==> config.mk <==
export PLATFORM = sky130hd
export DESIGN_NAME = mcc_ctrl
export DESIGN_NICKNAME = d
export VERILOG_FILES = /design/src/rtl/mcc_pkg.sv /design/src/rtl/mcc_opclass.sv /design/src/rtl/mcc_next_state.sv /design/src/rtl/mcc_outputs.sv /design/src/rtl/mcc_ctrl.sv
export SDC_FILE = /design/constraint.sdc
export NUM_CORES = 1
export LEC_CHECK = 0
export ABC_AREA = 1
export BUFFER_PORTS_ARGS = -buffer_cell sky130_fd_sc_hd__buf_2
export CAP_MARGIN = 10
export CORE_AREA = 3 3 40 42
export CTS_CLUSTER_SIZE = 14
export DETAILED_ROUTE_END_ITERATION = 8
export DIE_AREA = 0 0 43 45
export PLACE_DENSITY_LB_ADDON = 0.12
export SYNTH_ARGS = -nofsm -noshare
export SYNTH_HDL_FRONTEND = slang
export SYNTH_SLANG_ARGS = --single-unit
==> constraint.sdc <==
create_clock -name clk -period 1 [get_ports clk]
set_input_delay 0.3 -clock clk [delete_from_list [all_inputs] [get_ports clk]]
set_output_delay 0.3 -clock clk [all_outputs]
set_load 0.005 [all_outputs]
==> src/rtl/mcc_pkg.sv <==
package mcc_pkg;

    typedef enum logic [3:0] {
        ST_FETCH,
        ST_DECODE,
        ST_MADDR,
        ST_MREAD,
        ST_MWB,
        ST_MWRITE,
        ST_EXEC,
        ST_RWB,
        ST_BRANCH,
        ST_JUMP,
        ST_XUNDEF,
        ST_XOVF
    } state_t;

    typedef enum logic [2:0] {
        CL_REG,
        CL_LOAD,
        CL_STORE,
        CL_BRANCH,
        CL_JUMP,
        CL_BAD
    } opclass_t;

    // PC source select codes
    localparam logic [1:0] PCS_ALU    = 2'b00;
    localparam logic [1:0] PCS_ALUREG = 2'b01;
    localparam logic [1:0] PCS_JUMP   = 2'b10;
    localparam logic [1:0] PCS_VECTOR = 2'b11;

    // ALU operation codes
    localparam logic [1:0] AOP_ADD  = 2'b00;
    localparam logic [1:0] AOP_SUB  = 2'b01;
    localparam logic [1:0] AOP_FUNC = 2'b10;

    // ALU operand B select codes
    localparam logic [1:0] BS_REG   = 2'b00;
    localparam logic [1:0] BS_FOUR  = 2'b01;
    localparam logic [1:0] BS_IMM   = 2'b10;
    localparam logic [1:0] BS_BROFF = 2'b11;

    typedef struct packed {
        logic       mem_addr_sel;
        logic       mem_rd;
        logic       mem_wr;
        logic       ir_ld;
        logic       wb_src;
        logic       pc_ld;
        logic       pc_ld_if_eq;
        logic [1:0] pc_src;
        logic [1:0] alu_op;
        logic       alu_a_sel;
        logic [1:0] alu_b_sel;
        logic       dst_sel;
        logic       rf_we;
        logic       epc_ld;
        logic       cause_ld;
        logic       cause_code;
    } ctrl_t;

    localparam ctrl_t CTRL_IDLE = '0;

endpackage

==> src/rtl/mcc_opclass.sv <==
module mcc_opclass
    import mcc_pkg::*;
#(
    parameter int              OP_W      = 6,
    parameter logic [OP_W-1:0] OP_REG    = 6'b000000,
    parameter logic [OP_W-1:0] OP_LOAD   = 6'b100011,
    parameter logic [OP_W-1:0] OP_STORE  = 6'b101011,
    parameter logic [OP_W-1:0] OP_BRANCH = 6'b000100,
    parameter logic [OP_W-1:0] OP_JUMP   = 6'b000010
) (
    input  logic [OP_W-1:0] opcode,
    output opclass_t        opclass
);

    always_comb begin
        if (opcode == OP_REG)
            opclass = CL_REG;
        else if (opcode == OP_LOAD)
            opclass = CL_LOAD;
        else if (opcode == OP_STORE)
            opclass = CL_STORE;
        else if (opcode == OP_BRANCH)
            opclass = CL_BRANCH;
        else if (opcode == OP_JUMP)
            opclass = CL_JUMP;
        else
            opclass = CL_BAD;
    end

endmodule

==> src/rtl/mcc_next_state.sv <==
module mcc_next_state
    import mcc_pkg::*;
(
    input  state_t   cur,
    input  opclass_t opclass,
    input  logic     ovf,
    output state_t   nxt
);

    always_comb begin
        nxt = ST_FETCH;
        unique case (cur)
            ST_FETCH:  nxt = ST_DECODE;
            ST_DECODE: begin
                unique case (opclass)
                    CL_LOAD,
                    CL_STORE:  nxt = ST_MADDR;
                    CL_REG:    nxt = ST_EXEC;
                    CL_BRANCH: nxt = ST_BRANCH;
                    CL_JUMP:   nxt = ST_JUMP;
                    default:   nxt = ST_XUNDEF;
                endcase
            end
            ST_MADDR:  nxt = (opclass == CL_LOAD) ? ST_MREAD : ST_MWRITE;
            ST_MREAD:  nxt = ST_MWB;
            ST_EXEC:   nxt = ovf ? ST_XOVF : ST_RWB;
            ST_MWB,
            ST_MWRITE,
            ST_RWB,
            ST_BRANCH,
            ST_JUMP,
            ST_XUNDEF,
            ST_XOVF:   nxt = ST_FETCH;
            default:   nxt = ST_FETCH;
        endcase
    end

endmodule

==> src/rtl/mcc_outputs.sv <==
module mcc_outputs
    import mcc_pkg::*;
(
    input  state_t cur,
    output ctrl_t  ctl
);

    always_comb begin
        ctl = CTRL_IDLE;
        unique case (cur)
            ST_FETCH: begin
                ctl.mem_rd    = 1'b1;
                ctl.ir_ld     = 1'b1;
                ctl.alu_b_sel = BS_FOUR;
                ctl.alu_op    = AOP_ADD;
                ctl.pc_src    = PCS_ALU;
                ctl.pc_ld     = 1'b1;
            end
            ST_DECODE: begin
                ctl.alu_b_sel = BS_BROFF;
                ctl.alu_op    = AOP_ADD;
            end
            ST_MADDR: begin
                ctl.alu_a_sel = 1'b1;
                ctl.alu_b_sel = BS_IMM;
                ctl.alu_op    = AOP_ADD;
            end
            ST_MREAD: begin
                ctl.mem_rd       = 1'b1;
                ctl.mem_addr_sel = 1'b1;
            end
            ST_MWB: begin
                ctl.rf_we  = 1'b1;
                ctl.wb_src = 1'b1;
            end
            ST_MWRITE: begin
                ctl.mem_wr       = 1'b1;
                ctl.mem_addr_sel = 1'b1;
            end
            ST_EXEC: begin
                ctl.alu_a_sel = 1'b1;
                ctl.alu_b_sel = BS_REG;
                ctl.alu_op    = AOP_FUNC;
            end
            ST_RWB: begin
                ctl.rf_we   = 1'b1;
                ctl.dst_sel = 1'b1;
            end
            ST_BRANCH: begin
                ctl.alu_a_sel   = 1'b1;
                ctl.alu_b_sel   = BS_REG;
                ctl.alu_op      = AOP_SUB;
                ctl.pc_ld_if_eq = 1'b1;
                ctl.pc_src      = PCS_ALUREG;
            end
            ST_JUMP: begin
                ctl.pc_ld  = 1'b1;
                ctl.pc_src = PCS_JUMP;
            end
            ST_XUNDEF,
            ST_XOVF: begin
                ctl.alu_b_sel  = BS_FOUR;
                ctl.alu_op     = AOP_SUB;
                ctl.epc_ld     = 1'b1;
                ctl.cause_ld   = 1'b1;
                ctl.cause_code = (cur == ST_XOVF);
                ctl.pc_ld      = 1'b1;
                ctl.pc_src     = PCS_VECTOR;
            end
            default: ctl = CTRL_IDLE;
        endcase
    end

endmodule

==> src/rtl/mcc_ctrl.sv <==
module mcc_ctrl
    import mcc_pkg::*;
#(
    parameter int              OP_W      = 6,
    parameter logic [OP_W-1:0] OP_REG    = 6'b000000,
    parameter logic [OP_W-1:0] OP_LOAD   = 6'b100011,
    parameter logic [OP_W-1:0] OP_STORE  = 6'b101011,
    parameter logic [OP_W-1:0] OP_BRANCH = 6'b000100,
    parameter logic [OP_W-1:0] OP_JUMP   = 6'b000010
) (
    input  logic            clk,
    input  logic            rst,
    input  logic [OP_W-1:0] opcode_i,
    input  logic            ovf_i,
    output logic            mem_addr_sel_o,
    output logic            mem_rd_o,
    output logic            mem_wr_o,
    output logic            ir_ld_o,
    output logic            wb_src_o,
    output logic            pc_ld_o,
    output logic            pc_ld_if_eq_o,
    output logic [1:0]      pc_src_o,
    output logic [1:0]      alu_op_o,
    output logic            alu_a_sel_o,
    output logic [1:0]      alu_b_sel_o,
    output logic            dst_sel_o,
    output logic            rf_we_o,
    output logic            epc_ld_o,
    output logic            cause_ld_o,
    output logic            cause_code_o
);

    state_t   state_q;
    state_t   state_d;
    opclass_t opclass;
    ctrl_t    ctl;

    mcc_opclass #(
        .OP_W     (OP_W),
        .OP_REG   (OP_REG),
        .OP_LOAD  (OP_LOAD),
        .OP_STORE (OP_STORE),
        .OP_BRANCH(OP_BRANCH),
        .OP_JUMP  (OP_JUMP)
    ) u_opclass (
        .opcode (opcode_i),
        .opclass(opclass)
    );

    mcc_next_state u_next (
        .cur    (state_q),
        .opclass(opclass),
        .ovf    (ovf_i),
        .nxt    (state_d)
    );

    always_ff @(posedge clk) begin
        if (rst)
            state_q <= ST_FETCH;
        else
            state_q <= state_d;
    end

    mcc_outputs u_out (
        .cur(state_q),
        .ctl(ctl)
    );

    assign mem_addr_sel_o = ctl.mem_addr_sel;
    assign mem_rd_o       = ctl.mem_rd;
    assign mem_wr_o       = ctl.mem_wr;
    assign ir_ld_o        = ctl.ir_ld;
    assign wb_src_o       = ctl.wb_src;
    assign pc_ld_o        = ctl.pc_ld;
    assign pc_ld_if_eq_o  = ctl.pc_ld_if_eq;
    assign pc_src_o       = ctl.pc_src;
    assign alu_op_o       = ctl.alu_op;
    assign alu_a_sel_o    = ctl.alu_a_sel;
    assign alu_b_sel_o    = ctl.alu_b_sel;
    assign dst_sel_o      = ctl.dst_sel;
    assign rf_we_o        = ctl.rf_we;
    assign epc_ld_o       = ctl.epc_ld;
    assign cause_ld_o     = ctl.cause_ld;
    assign cause_code_o   = ctl.cause_code;

endmodule

# Word level (Yosys, flattened, before mapping)
# Cells that the tools add are included.
# classes
n_eq_ne	19
mux	23
n_addsub	0
n_shift	0
n_reduce_logical	12
order_cmp	0
n_mul	0
n_div	0
bitwise_logic	0
# op_table
cell	count
$pmux W4 S5	1
$mux W3	6
$eq A4 B3 Y1 const B	4
$eq A4 B4 Y1 const B	4
$pmux W4 S4	1
$eq A6 B6 Y1 const B	2
$pmux W2 S3	2
$mux W1	11
$reduce_or A2 Y1	5
$reduce_or A3 Y1	3
$eq A4 B2 Y1 const B	2
$eq A3 B2 Y1 const B	2
$eq A6 B2 Y1 const B	1
$eq A6 B3 Y1 const B	1
$logic_not A6 Y1	1
$eq A4 B1 Y1 const B	1
$logic_not A4 Y1	1
$mux W4	1
$pmux W2 S2	1
$reduce_or A4 Y1	1
$eq A3 B1 Y1 const B	1
$eq A3 B3 Y1 const B	1
$logic_not A3 Y1	1
# word_totals
regBits	4
latchBits	0
memories	0
mem_bits_ro	0
word_cells	55
mem_bits_rw	0

# Depth between registers and ports, before layout
# Gate-level depths: netlist (run 1).
# depth
word_depth	10
ltp_mapped	8
ltp_nobuf	8

# Cells and area by module
# From an unflattened synthesis (run 1), not the netlist that was laid out.
# hier_totals
hier_cells	119
area_unflattened_um2	581.8
# modules_own_cells
module	area_each_um2	n_inst	cells_per_inst
mcc_outputs	190.2	1	46
mcc_next_state	185.2	1	37
mcc_ctrl	110.1	1	12
mcc_opclass	96.3	1	24

# Least setup slack after synthesis (run 1)
# No wires, ideal clock.
# synth_path
path_kind	reg-to-output
start	register state_q[0]
end	output pc_ld_o
setup_slack_ns	-0.209
path_stages_with_launch	7
arrival_time_ns	0.909
path_cell_list	dfxtp_1 -> buf_6 -> nor2_2 -> inv_1 -> nor2_1 -> inv_1 -> o21ai_0
# synth_between
elab_chain_cells	3
word_cells_on_any_way	6
cone_classes	3 x eq/ne; 1 x mux; 2 x reduce/logical
# synth_lines
item	line_no	source
start: declaration	mcc_ctrl.sv:33	state_t state_q;
start signal: assignment	mcc_ctrl.sv:61	state_q <= state_d;
$eq A4 B4 Y1 / $logic_not A4 Y1 (equally long branches)	mcc_outputs.sv:10	unique case (cur)
$reduce_or A4 Y1 (no source line) *	--	
$mux W1 *	mcc_outputs.sv:10	
end: declaration	mcc_ctrl.sv:20	output logic pc_ld_o,
# Mark *: on every way between the ends. The rest lies on a longest branch, timed or not.

# Final worst setup path (run 1)
# Ends and elaborated chain as after synthesis.

==> results of run 1 <==
power by group through the flow:
| stage | Clock, mW | Sequential (mW) | Combinational [mW] |
|---|---|---|---|
| floorplan | 0 | 0.204 | 0.262 |
| global placement | 0 | 0.209 | 0.499 |
| detailed placement | 0 | 0.210 | 0.503 |
| CTS | 0.196 | 0.225 | 0.558 |
| global route | 0.205 | 0.228 | 0.717 |
| finish | 0.194 | 0.224 | 0.656 |
per-stage QoR:
stage / power, mW / setup TNS, ps / hold WS, ps / utilization, % / setup WS, ps
floorplan: 0.466 / -490 / 362 / - / -125
global placement: 0.708 / -3560 / 505 / 55.4 / -223
detailed placement: 0.713 / -3760 / 499 / 55.4 / -257
CTS: 0.979 / -7820 / 261 / 63.1 / -425
global route: 1.15 / -9440 / 282 / 69.0 / -487
finish: 1.07 / -8010 / 268 / 69.0 / -429
worst max-delay path by stage:
stage,start,to,depth (start not counted)
2_1_floorplan,state_q[0]$_SDFF_PP0_,pc_ld_o,6
3_3_place_gp,state_q[0]$_SDFF_PP0_,pc_ld_if_eq_o,6
3_5_place_dp,state_q[0]$_SDFF_PP0_,pc_ld_o,7
4_1_cts,state_q[3]$_SDFF_PP0_,pc_ld_if_eq_o,6
5_1_grt,state_q[0]$_SDFF_PP0_,pc_ld_o,6
6_report,state_q[0]$_SDFF_PP0_,pc_ld_o,6
cell type report:
type	instances	area [um^2]	share of cell area, %
multi-input combinational	64	395	44.6
timing repair buffer	46	308	34.7
sequential	4	95.1	10.7
inverter	12	47.5	5.36
clock buffer	3	22.5	2.54
tap	15	18.8	2.12
critical path, delay by kind of cell, from the launching register on:
family / cells / cell delay [ps]
compound gates: 1 / 70
buf+inv: 3 / 230
flops: 1 / 370
simple gates: 2 / 230
layout by cell type (no fill, tap or decap):
cell type	netlist	layout
nand3_1	6	3
a21oi_2	0	5
o21ai_1	0	2
nor2_1	23	15
a21oi_1	7	2
nand2_2	2	5
nand2_1	17	13
inv_1	11	5
nor2_2	1	4
inv_4	0	1
nand3_2	0	3
nor2_4	2	7
buf_4	1	15
buf_2	0	26
dfxtp_4	0	4
nand2_8	0	1
o21ai_0	3	1
inv_2	1	6
o22ai_1	1	1
buf_6	1	4
clkbuf_4	0	3
o21bai_1	2	2
buf_12	0	1
repair_timing:
action / 4_1_cts / 5_1_grt
setup endpoints to repair: 23 / 23
pin swaps: 13 / 8
gates resized for setup: 17 / 17
buffers inserted: 5 / 3
per-layer routing:
metal / vias to the layer above / share of wire [%] / track usage (%)
met5: - / 0 / 0
met2: 22 / 53 / 27.2
li1: 352 / - / -
met4: 0 / 1.0 / 6.63
met3: 2 / 5.5 / 1.20
met1: 293 / 40 / 16.3
kinds of logic after synthesis:
| group | synth area share [%] |
|---|---|
| buf+inv | 14.6 |
| compound gates | 16.3 |
| simple gates | 50.7 |
| flops | 18.3 |
==> results.sh, run 1 <==
export IMPL_die_x_um=43
export IMPL_pwr_density_cell_nw_per_um2=1210
export IMPL_ir_drop_v=0.000655
export IMPL_grt_antenna_before_repair=0
export IMPL_regToRegEndpoint="state_q[2]$_SDFF_PP0_"
export IMPL_grt_ovfl_total=0
export IMPL_cts_root_buf="clkbuf_4"
export IMPL_avgViaCountPerCell=4.65
export IMPL_outcome="finished with violations"
export IMPL_comb_power_share_pct=61.0
export IMPL_synth_area_leader_cell="nor2_1"
export IMPL_path_cells="nor2_4 > inv_4 > nor2_4 > inv_2 > o21ai_1 > buf_2"
export IMPL_maxCapViolations=0
export IMPL_routed_wl_mm=1.44
export IMPL_setup_viol=23
export IMPL_synth_seq_cells=4
export IMPL_layout_min_cycle_time_ps=1430
export IMPL_fin_crit_sh_pct=143
export IMPL_clk_path_buf_depth=2
export IMPL_core_um2=1280
export IMPL_slew_limit_headroom_pct=87.1
export IMPL_switching_share_pct=38.3
export IMPL_drcViolationCount=0
export IMPL_ys_types=15
export IMPL_cp_max_fo=8
export IMPL_instances_no_fill=144
export IMPL_fill_cells=118
export IMPL_hp_start="rst"
export IMPL_synth_nets=91
export IMPL_worst_ep_required_time_ps=700
export IMPL_crit_path_frequent_cell="nor2_4"
export IMPL_violations="setup timing"
export IMPL_avgSynthCellArea_um2=5.33
export IMPL_cp_end_kind="output pin"
export IMPL_p_int_mw=0.663
export IMPL_p_leak_nw=0.450
export IMPL_fp_dieH_um=45
export IMPL_synth_cell_area_um2=437
export IMPL_fin_ws_ps=-429
export IMPL_hpwl_mm=1.07
export IMPL_ant_nets=0
export IMPL_synth_top_cell_area_share_pct=19.8
export IMPL_dieArea_um2=1940
export IMPL_clock_fmax_mhz=700
export IMPL_startpoint_type="flip-flop"
export IMPL_nets=140
export IMPL_grt_start_max_net_pins=9
export IMPL_drive_above_1_share_pct=65.9
export IMPL_io_pins=28
export IMPL_netSwitchingPower_mw=0.412
export IMPL_path_clk_slew_ps=40
export IMPL_wl_per_cell_um=9.99
export IMPL_arrival_ps=1130
export IMPL_drtIter0Drc=6
export IMPL_hold_buffers=0
export IMPL_yosysWarnings=0
export IMPL_rows=13
export IMPL_yosysMostFrequentCell="nor2_1"
export IMPL_htreeDepth=1
export IMPL_cts_sinks=4
export IMPL_antenna_cells=0
export IMPL_final_max_slew_viol_count=0
export IMPL_largest_register_ff_count=4
export IMPL_grt_pass1_vias=600
export IMPL_ys_seq_area_share_pct=18.3
export IMPL_rr_startpoint="state_q[3]$_SDFF_PP0_"
export IMPL_rr_worst_depth=9
export IMPL_max_stage_delay_ps=370
export IMPL_ys_dominant_reg_cell="dfxtp_1"
export IMPL_numPortBuffers=27
export IMPL_clock_skew_final_ps=3.58
export IMPL_vias=669
export IMPL_tightest_slew_ps=192
export IMPL_pwr_share_clk_pct=18.1
export IMPL_start_util_pct=34.0
export IMPL_critical_path_class="reg -> out"
export IMPL_min_path_cells=2
export IMPL_largest_register="state_q"
export IMPL_synthCells=82
export IMPL_final_area_um2=887
export IMPL_track_usage_pct=14.4
export IMPL_numCtsBuffers=3
export IMPL_tritoncts="built"
export IMPL_slowest_stage="dfxtp_4"
export IMPL_gp_congestion=0.801
export IMPL_hp_class="in -> reg"
export IMPL_p_seq_share_pct=20.9
export IMPL_rsz0062_at_grt="true"
export IMPL_drtPass1Iterations=3
export IMPL_clk_insertion_delay_late_ps=230
export IMPL_synth_async_reset_ratio_pct=0
export IMPL_min_to="state_q[1]$_SDFF_PP0_"
export IMPL_hold_viol_final=0
export IMPL_rrSetupSlack_ps=-240
export IMPL_syn_to_final_growth_pct=103
export IMPL_synth_edf_count=0
export IMPL_reg_top3="state_q: 4 flops"
export IMPL_synthTopCellsByCount="nor2_1 (23), nand2_1 (17), inv_1 (11)"
export IMPL_dp_cells=134
export IMPL_synth_area_top_cells="nor2_1 (20%), dfxtp_1 (18%), nand2_1 (15%)"
export IMPL_place_area_um2=712
export IMPL_grt_pass1_wl_mm=2.28
Note: power is estimated with default switching activity, not from simulation.
==> inputs of run 2 (changes only) <==
Settings changed: ABC_AREA 1 to unset.
==> run 2 against run 1 <==
Against the previous run: the flow still finishes with violations (setup timing); total power rose by 7.5%; via count increased by 2.8%; clock power grew 11%; flip-flop and latch count unchanged; clock skew grew 4.6 ps; area after synthesis up 2.3%; non-clock buffer count increased by 12; critical path type unchanged; critical endpoint is now alu_a_sel_o.
==> results.sh, run 2 <==
export IMPL_final_max_slew_viol_count=0
export IMPL_avgSynthCellArea_um2=7.20
export IMPL_grtUsageMet2_pct=42.5
export IMPL_vias=688
export IMPL_hp_class="in -> reg"
export IMPL_maxCapViolations=0
export IMPL_cp_max_fo=3
export IMPL_synth_async_reset_ratio_pct=0
export IMPL_drtIter0Drc=7
export IMPL_hold_viol_final=0
export IMPL_htreeDepth=1
export IMPL_layout_min_cycle_time_ps=1560
export IMPL_startpoint_type="flip-flop"
export IMPL_ant_nets=0
export IMPL_dieArea_um2=1940
export IMPL_ys_dominant_reg_cell="dfxtp_1"
export IMPL_clk_path_buf_depth=2
export IMPL_holdWs_ps=377
export IMPL_grt_start_max_net_pins=11
export IMPL_synth_top_cell_area_share_pct=17.9
export IMPL_cts_sinks=4
export IMPL_drcViolationCount=0
export IMPL_outcome="finished with violations"
export IMPL_fin_crit_sh_pct=156
export IMPL_path_clk_slew_ps=40
export IMPL_clock_skew_final_ps=8.19
export IMPL_violations="setup timing"
export IMPL_synth_area_top_cells="dfxtp_1 (18%), nor2_1 (10%), nor3_1 (6.7%)"
export IMPL_path_cells="buf_6 > nand2b_4 > mux2_4 > nor2_2 > buf_2"
export IMPL_yosysMostFrequentCell="nor2_1"
export IMPL_tightest_slew_ps=354
export IMPL_drive_above_1_share_pct=83.1
export IMPL_wl_per_cell_um=13.2
export IMPL_slowest_stage="dfxtp_2"
export IMPL_synth_edf_count=0
export IMPL_grt_ovfl_total=0
export IMPL_nets=129
export IMPL_hp_start="ovf_i"
export IMPL_gr_usage_met1_pct=17.1
export IMPL_avgViaCountPerCell=5.17
export IMPL_grt_pass1_vias=709
export IMPL_p_total_mw=1.16
export IMPL_grtUsageMet3_pct=1.59
export IMPL_synth_cell_area_um2=447
export IMPL_clk_insertion_delay_late_ps=250
export IMPL_rr_startpoint="state_q[2]$_SDFF_PP0_"
export IMPL_reg_top3="state_q: 4 flops"
export IMPL_ys_seq_area_share_pct=17.9
export IMPL_setup_viol=23
export IMPL_ir_drop_v=0.000720
export IMPL_tritoncts="built"
export IMPL_fp_dieH_um=45
export IMPL_final_common_cell="buf_2"
export IMPL_rows=13
export IMPL_gp_congestion=0.784
export IMPL_max_stage_delay_ps=330
export IMPL_routed_wl_mm=1.76
export IMPL_layout_common_cells="buf_2 (26), buf_4 (19), buf_6 (13)"
export IMPL_grt_pass1_wl_mm=2.87
export IMPL_synth_area_leader_cell="dfxtp_1"
export IMPL_hpwl_mm=1.24
export IMPL_fin_ws_ps=-561
export IMPL_busiest_layer="met2"
export IMPL_arrival_ps=1260
export IMPL_p_leak_nw=0.502
export IMPL_fill_cells=84
export IMPL_numCtsBuffers=3
export IMPL_cp_end_kind="output pin"
export IMPL_critical_path_class="reg -> out"
export IMPL_worst_ep_required_time_ps=700
export IMPL_track_usage_pct=19.7
export IMPL_synth_seq_cells=4
export IMPL_clock_fmax_mhz=641
export IMPL_numPortBuffers=27
export IMPL_core_um2=1280
export IMPL_worstSetupStartpoint="state_q[2]$_SDFF_PP0_"
export IMPL_largest_register="state_q"
export IMPL_die_x_um=43
export IMPL_rsz0062_at_grt="true"
export IMPL_largest_register_ff_count=4
export IMPL_drtPass1Iterations=3
export IMPL_grt_antenna_before_repair=0
export IMPL_antenna_cells=0
export IMPL_yosysWarnings=0
export IMPL_synthCells=62
export IMPL_pwr_density_cell_nw_per_um2=1090
export IMPL_synth_nets=71
export IMPL_syn_to_final_growth_pct=138
export IMPL_cts_root_buf="clkbuf_4"
export IMPL_start_util_pct=34.8
export IMPL_slew_limit_headroom_pct=76.1
export IMPL_io_pins=28
export IMPL_synthTopCellsByCount="nor2_1 (12), nor3_1 (6), dfxtp_1 (4)"
export IMPL_ys_types=29
-- run 2: per-stage QoR --
step / TNS, ps / instance area (um^2) / worst slack [ps] / instances / utilization, %
3_3_place_gp: -6470 / 850 / -546 / 125 / 66.1
3_5_place_dp: -6630 / 850 / -563 / 125 / 66.1
2_1_floorplan: -2000 / 557 / -426 / 62 / -
4_1_cts: -10160 / 977 / -565 / 132 / 76.0
5_1_grt: -11160 / 1060 / -599 / 133 / 82.6
6_report: -10100 / 1060 / -561 / 133 / 82.6
-- run 2: layout make-up --
cell class | count | area (um^2) | share of cell area [%]
clock buffers | 3 | 22.5 | 2.12
inverters | 1 | 6.26 | 0.590
well taps | 15 | 18.8 | 1.77
multi-input cells | 52 | 504 | 47.5
flip-flops and latches | 4 | 90.1 | 8.49
repair buffers | 58 | 419 | 39.5
-- run 2: final timing paths --
check | slack [ps] | cells after the start | end
hold / removal | 380 | 3 | state_q[3]$_SDFF_PP0_
hold reg to reg | 620 | 3 | state_q[2]$_SDFF_PP0_
setup reg to reg | -480 | 4 | state_q[2]$_SDFF_PP0_
setup / recovery | -560 | 5 | alu_a_sel_o
-- run 2: per-layer routing --
metal / up-vias / routed length (um)
li1: 339 / -
met1: 321 / 583
met2: 24 / 1040
met3: 4 / 93
met4: 0 / 40
met5: - / 0
-- run 2: power by group --
part	internal [mW]	leakage [nW]	switching, mW
Combinational	0.420	0.453	0.310
Sequential	0.183	0.0350	0.0279
Clock	0.135	0.0138	0.0796
-- run 2: cell families after synthesis --
group / synth area share (%)
multiplexers: 2.52
flip-flops: 17.9
AO/OA/AOI/OAI: 11.5
XOR/XNOR: 7.84
buffers and inverters: 10.1
AND/OR/NAND/NOR: 50.1
-- run 2: repair_timing --
item                       4_1_cts  5_1_grt
hold buffers                     0        0
pin swaps                        8        6
resized for setup               17       19
setup endpoints to repair       23       23
setup buffers                    4        1
gates cloned                     0        0
hold endpoints to repair         0        0
-- run 2: critical path: cells and delay by family (launching register included) --
| family | cells | cell delay (ps) |
|---|---|---|
| flip-flops | 1 | 330 |
| multiplexers | 1 | 260 |
| buffers and inverters | 2 | 230 |
| AND/OR/NAND/NOR | 2 | 210 |
==> inputs of run 3 (changes only) <==
--- a/constraint.sdc
+++ b/constraint.sdc
@@ -3,2 +3,2 @@
 set_output_delay 0.3 -clock clk [all_outputs]
-set_load 0.005 [all_outputs]
+set_load 0.02 [all_outputs]
==> run 3 against run 2 <==
Against the previous run: the run now fails in global routing; synthesized cell count did not move; area after synthesis unchanged.
==> results.sh, run 3 <==
export IMPL_gp_congestion=0.799
export IMPL_grt_start_max_net_pins=7
export IMPL_yosysWarnings=0
export IMPL_cts_root_buf="clkbuf_4"
export IMPL_io_pins=28
export IMPL_synth_edf_count=0
export IMPL_ys_dominant_reg_cell="dfxtp_1"
export IMPL_dp_cells=121
export IMPL_hpwl_mm=1.25
export IMPL_numPortBuffers=27
export IMPL_clk_path_buf_depth=2
export IMPL_synth_cell_area_um2=447
export IMPL_ys_seq_area_share_pct=17.9
export IMPL_numCtsBuffers=3
export IMPL_stop_stage="global routing"
export IMPL_outcome="did not finish"
export IMPL_endpoint_type="output port"
export IMPL_htreeDepth=1
export IMPL_die_x_um=43
export IMPL_synth_nets=71
export IMPL_muxShareOfSynthArea_pct=2.52
export IMPL_synth_area_leader_cell="dfxtp_1"
export IMPL_yosysMostFrequentCell="nor2_1"
export IMPL_postGrtWorstEndpoint="pc_ld_o"
export IMPL_synth_compound_area_share_pct=11.5
export IMPL_ys_types=29
export IMPL_fp_dieH_um=45
export IMPL_cts_sinks=4
export IMPL_synthAdderAreaFrac_pct=0
export IMPL_synthSimpleGateAreaFrac_pct=50.1
export IMPL_avgSynthCellArea_um2=7.20
export IMPL_synth_async_reset_ratio_pct=0
export IMPL_rows=13
export IMPL_synth_top_family_by_area="simple AND/OR/NAND/NOR gates"
export IMPL_stop_error="[ERROR DPL-0038] Utilization greater than 100%, impossible to legalize"
export IMPL_synthTopCellsByCount="nor2_1 (12), nor3_1 (6), dfxtp_1 (4)"
export IMPL_synth_top_cell_area_share_pct=17.9
export IMPL_synthXorXnorAreaFrac_pct=7.84
export IMPL_synthCells=62
export IMPL_synth_seq_cells=4
export IMPL_hold_buffers=0
export IMPL_start_util_pct=34.8
export IMPL_synth_area_top_cells="dfxtp_1 (18%), nor2_1 (10%), nor3_1 (6.7%)"
run 3: cell counts after synthesis:
Identical to the previous run, type by type.
run 3: per-stage QoR:
step | hold slack (ps) | cell area [um^2] | worst slack, ps
floorplan | 439 | 626 | -426
global placement | 566 | 895 | -537
detailed placement | 573 | 895 | -545
CTS | 357 | 1220 | -566
run 3: cell families after synthesis:
| group | count (synthesis) |
|---|---|
| buffers and inverters | 6 |
| AOI/OAI and AO/OA | 7 |
| muxes | 1 |
| xor gates and xnor gates | 4 |
| DFF | 4 |
| and+or+nand+nor | 40 |
run 3: timing repair:
action,CTS
pin swaps,12
buffers inserted,12
hold endpoints to repair,0
gates resized for setup,61
endpoints found under the setup margin,23
==> inputs of run 4 (changes only) <==
Settings changed: CORE_AREA 3 3 40 42 to 3 3 64 66, CTS_CLUSTER_SIZE 14 to unset, DIE_AREA 0 0 43 45 to 0 0 67 69, PLACE_DENSITY_LB_ADDON 0.12 to 0.15.
Clock period 1 ns to 1.3 ns, I/O delays scaled along.
==> run 4 against run 3 <==
Against the previous run: the flow now finishes, with violations (setup timing).
==> results.sh, run 4 (same netlist as run 2, synthesis figures left out) <==
export IMPL_track_usage_pct=8.57
export IMPL_vias=720
export IMPL_antenna_cells=0
export IMPL_die_x_um=67
export IMPL_io_pins=28
export IMPL_ant_nets=0
export IMPL_pwr_share_clk_pct=20.8
export IMPL_rows=22
export IMPL_cp_max_fo=4
export IMPL_ir_drop_v=0.000262
export IMPL_rsz0062_at_grt="true"
export IMPL_grt_antenna_before_repair=0
export IMPL_fin_crit_sh_pct=125
export IMPL_fill_cells=371
export IMPL_hpwl_mm=1.40
export IMPL_tightest_slew_ps=279
export IMPL_hold_viol_final=0
export IMPL_maxCapViolations=0
export IMPL_slew_limit_headroom_pct=81.2
export IMPL_layout_common_cells="buf_6 (35), buf_4 (22), nor2_4 (8), buf_2 (8), nor3_4 (6)"
export IMPL_cp_end_kind="output pin"
export IMPL_largest_register_ff_count=4
export IMPL_p_int_mw=0.840
export IMPL_p_total_mw=1.33
export IMPL_grt_pass1_wl_mm=3.17
export IMPL_final_common_cell="buf_6"
export IMPL_grt_ovfl_total=0
export IMPL_fin_ws_ps=-323
export IMPL_routed_wl_mm=1.87
export IMPL_post_route_util_pct=40.1
export IMPL_reg_top3="state_q: 4 flops"
export IMPL_layout_min_cycle_time_ps=1620
export IMPL_start_util_pct=12.3
export IMPL_clk_insertion_delay_late_ps=220
export IMPL_startpoint_type="flip-flop"
export IMPL_largest_register="state_q"
export IMPL_syn_to_final_growth_pct=226
export IMPL_comb_power_share_pct=65.3
export IMPL_violations="setup timing"
export IMPL_fp_dieH_um=69
export IMPL_netSwitchingPower_mw=0.487
export IMPL_critical_path_class="reg -> out"
export IMPL_drtIter0Drc=6
export IMPL_fin_setup_tns_ps=-4930
export IMPL_clk_path_buf_depth=2
export IMPL_dieArea_um2=4620
export IMPL_drtPass1Iterations=4
export IMPL_drive_above_1_share_pct=88.3
export IMPL_cts_root_buf="clkbuf_8"
export IMPL_grt_pass1_vias=752
export IMPL_wl_per_cell_um=10.6
export IMPL_arrival_ps=1230
export IMPL_multi_input_area_um2=616
export IMPL_drcViolationCount=0
export IMPL_htreeDepth=1
export IMPL_tritoncts="built"
export IMPL_grt_start_max_net_pins=9
export IMPL_switching_share_pct=36.7
export IMPL_hold_buffers=0
export IMPL_final_max_slew_viol_count=0
export IMPL_pwr_density_cell_nw_per_um2=911
export IMPL_outcome="finished with violations"
export IMPL_path_clk_slew_ps=30
export IMPL_nets=138
export IMPL_gp_congestion=0.712
export IMPL_numCtsBuffers=3
export IMPL_holdWs_ps=494
export IMPL_p_seq_share_pct=13.9
export IMPL_worst_ep_required_time_ps=910
export IMPL_numPortBuffers=27
export IMPL_setup_viol=22
export IMPL_avgViaCountPerCell=4.09
export IMPL_cts_sinks=4
export IMPL_clock_skew_final_ps=3.91
export IMPL_core_um2=3630
export IMPL_p_leak_nw=0.604
export IMPL_clock_fmax_mhz=616
export IMPL_register_area_um2=95.1
export IMPL_hp_class="in -> reg"
-- run 4: timing repair --
item	in CTS	in global routing
endpoints found under the setup margin	22	23
pin swaps	12	11
resized for setup	75	24
buffers inserted	8	5
-- run 4: worst max-delay path, stage by stage (launching register included) --
cell and delay (ps):
dfxtp_4 340, buf_6 130, buf_12 120, xnor2_4 120, nor3b_4 170, buf_6 140
-- run 4: worst paths after layout --
check / startpoint / end / slack (ps) / cells past startpoint
max: state_q[2]$_SDFF_PP0_ / mem_addr_sel_o / -320 / 5
min: ovf_i / state_q[3]$_SDFF_PP0_ / 490 / 3
max reg2reg: state_q[2]$_SDFF_PP0_ / state_q[2]$_SDFF_PP0_ / -250 / 4
min reg2reg: state_q[2]$_SDFF_PP0_ / state_q[3]$_SDFF_PP0_ / 730 / 3
-- run 4: power groups by stage --
stage / Sequential (mW) / Clock, mW / Combinational [mW]
after floorplan: 0.163 / 0 / 0.359
after global placement: 0.182 / 0 / 0.554
after detailed placement: 0.182 / 0 / 0.557
final: 0.184 / 0.276 / 0.867
after global routing: 0.190 / 0.299 / 0.924
after CTS: 0.185 / 0.282 / 0.781
-- run 4: final cells by class --
cell class / count / area share (%)
Timing Repair Buffer: 67 / 43.6
Multi-Input combinational cell: 52 / 42.3
Sequential cell: 4 / 6.53
Tap cell: 48 / 4.12
Clock buffer: 4 / 3.09
Inverter: 1 / 0.430
-- run 4: layer usage --
metal	vias up	share of wire (%)	GRT usage, %
met5	-	0	0
met4	0	2.2	4.73
met3	6	6.3	1.14
met2	28	53	13.8
met1	325	38	10.7
li1	361	-	-
-- run 4: stage by stage --
step | setup WS, ps | cells | cell area, um^2
global route | -367 | 176 | 1460
finish | -323 | 176 | 1460
global placement | -363 | 161 | 968
CTS | -336 | 173 | 1330
detailed placement | -365 | 161 | 968
floorplan | -216 | 62 | 593
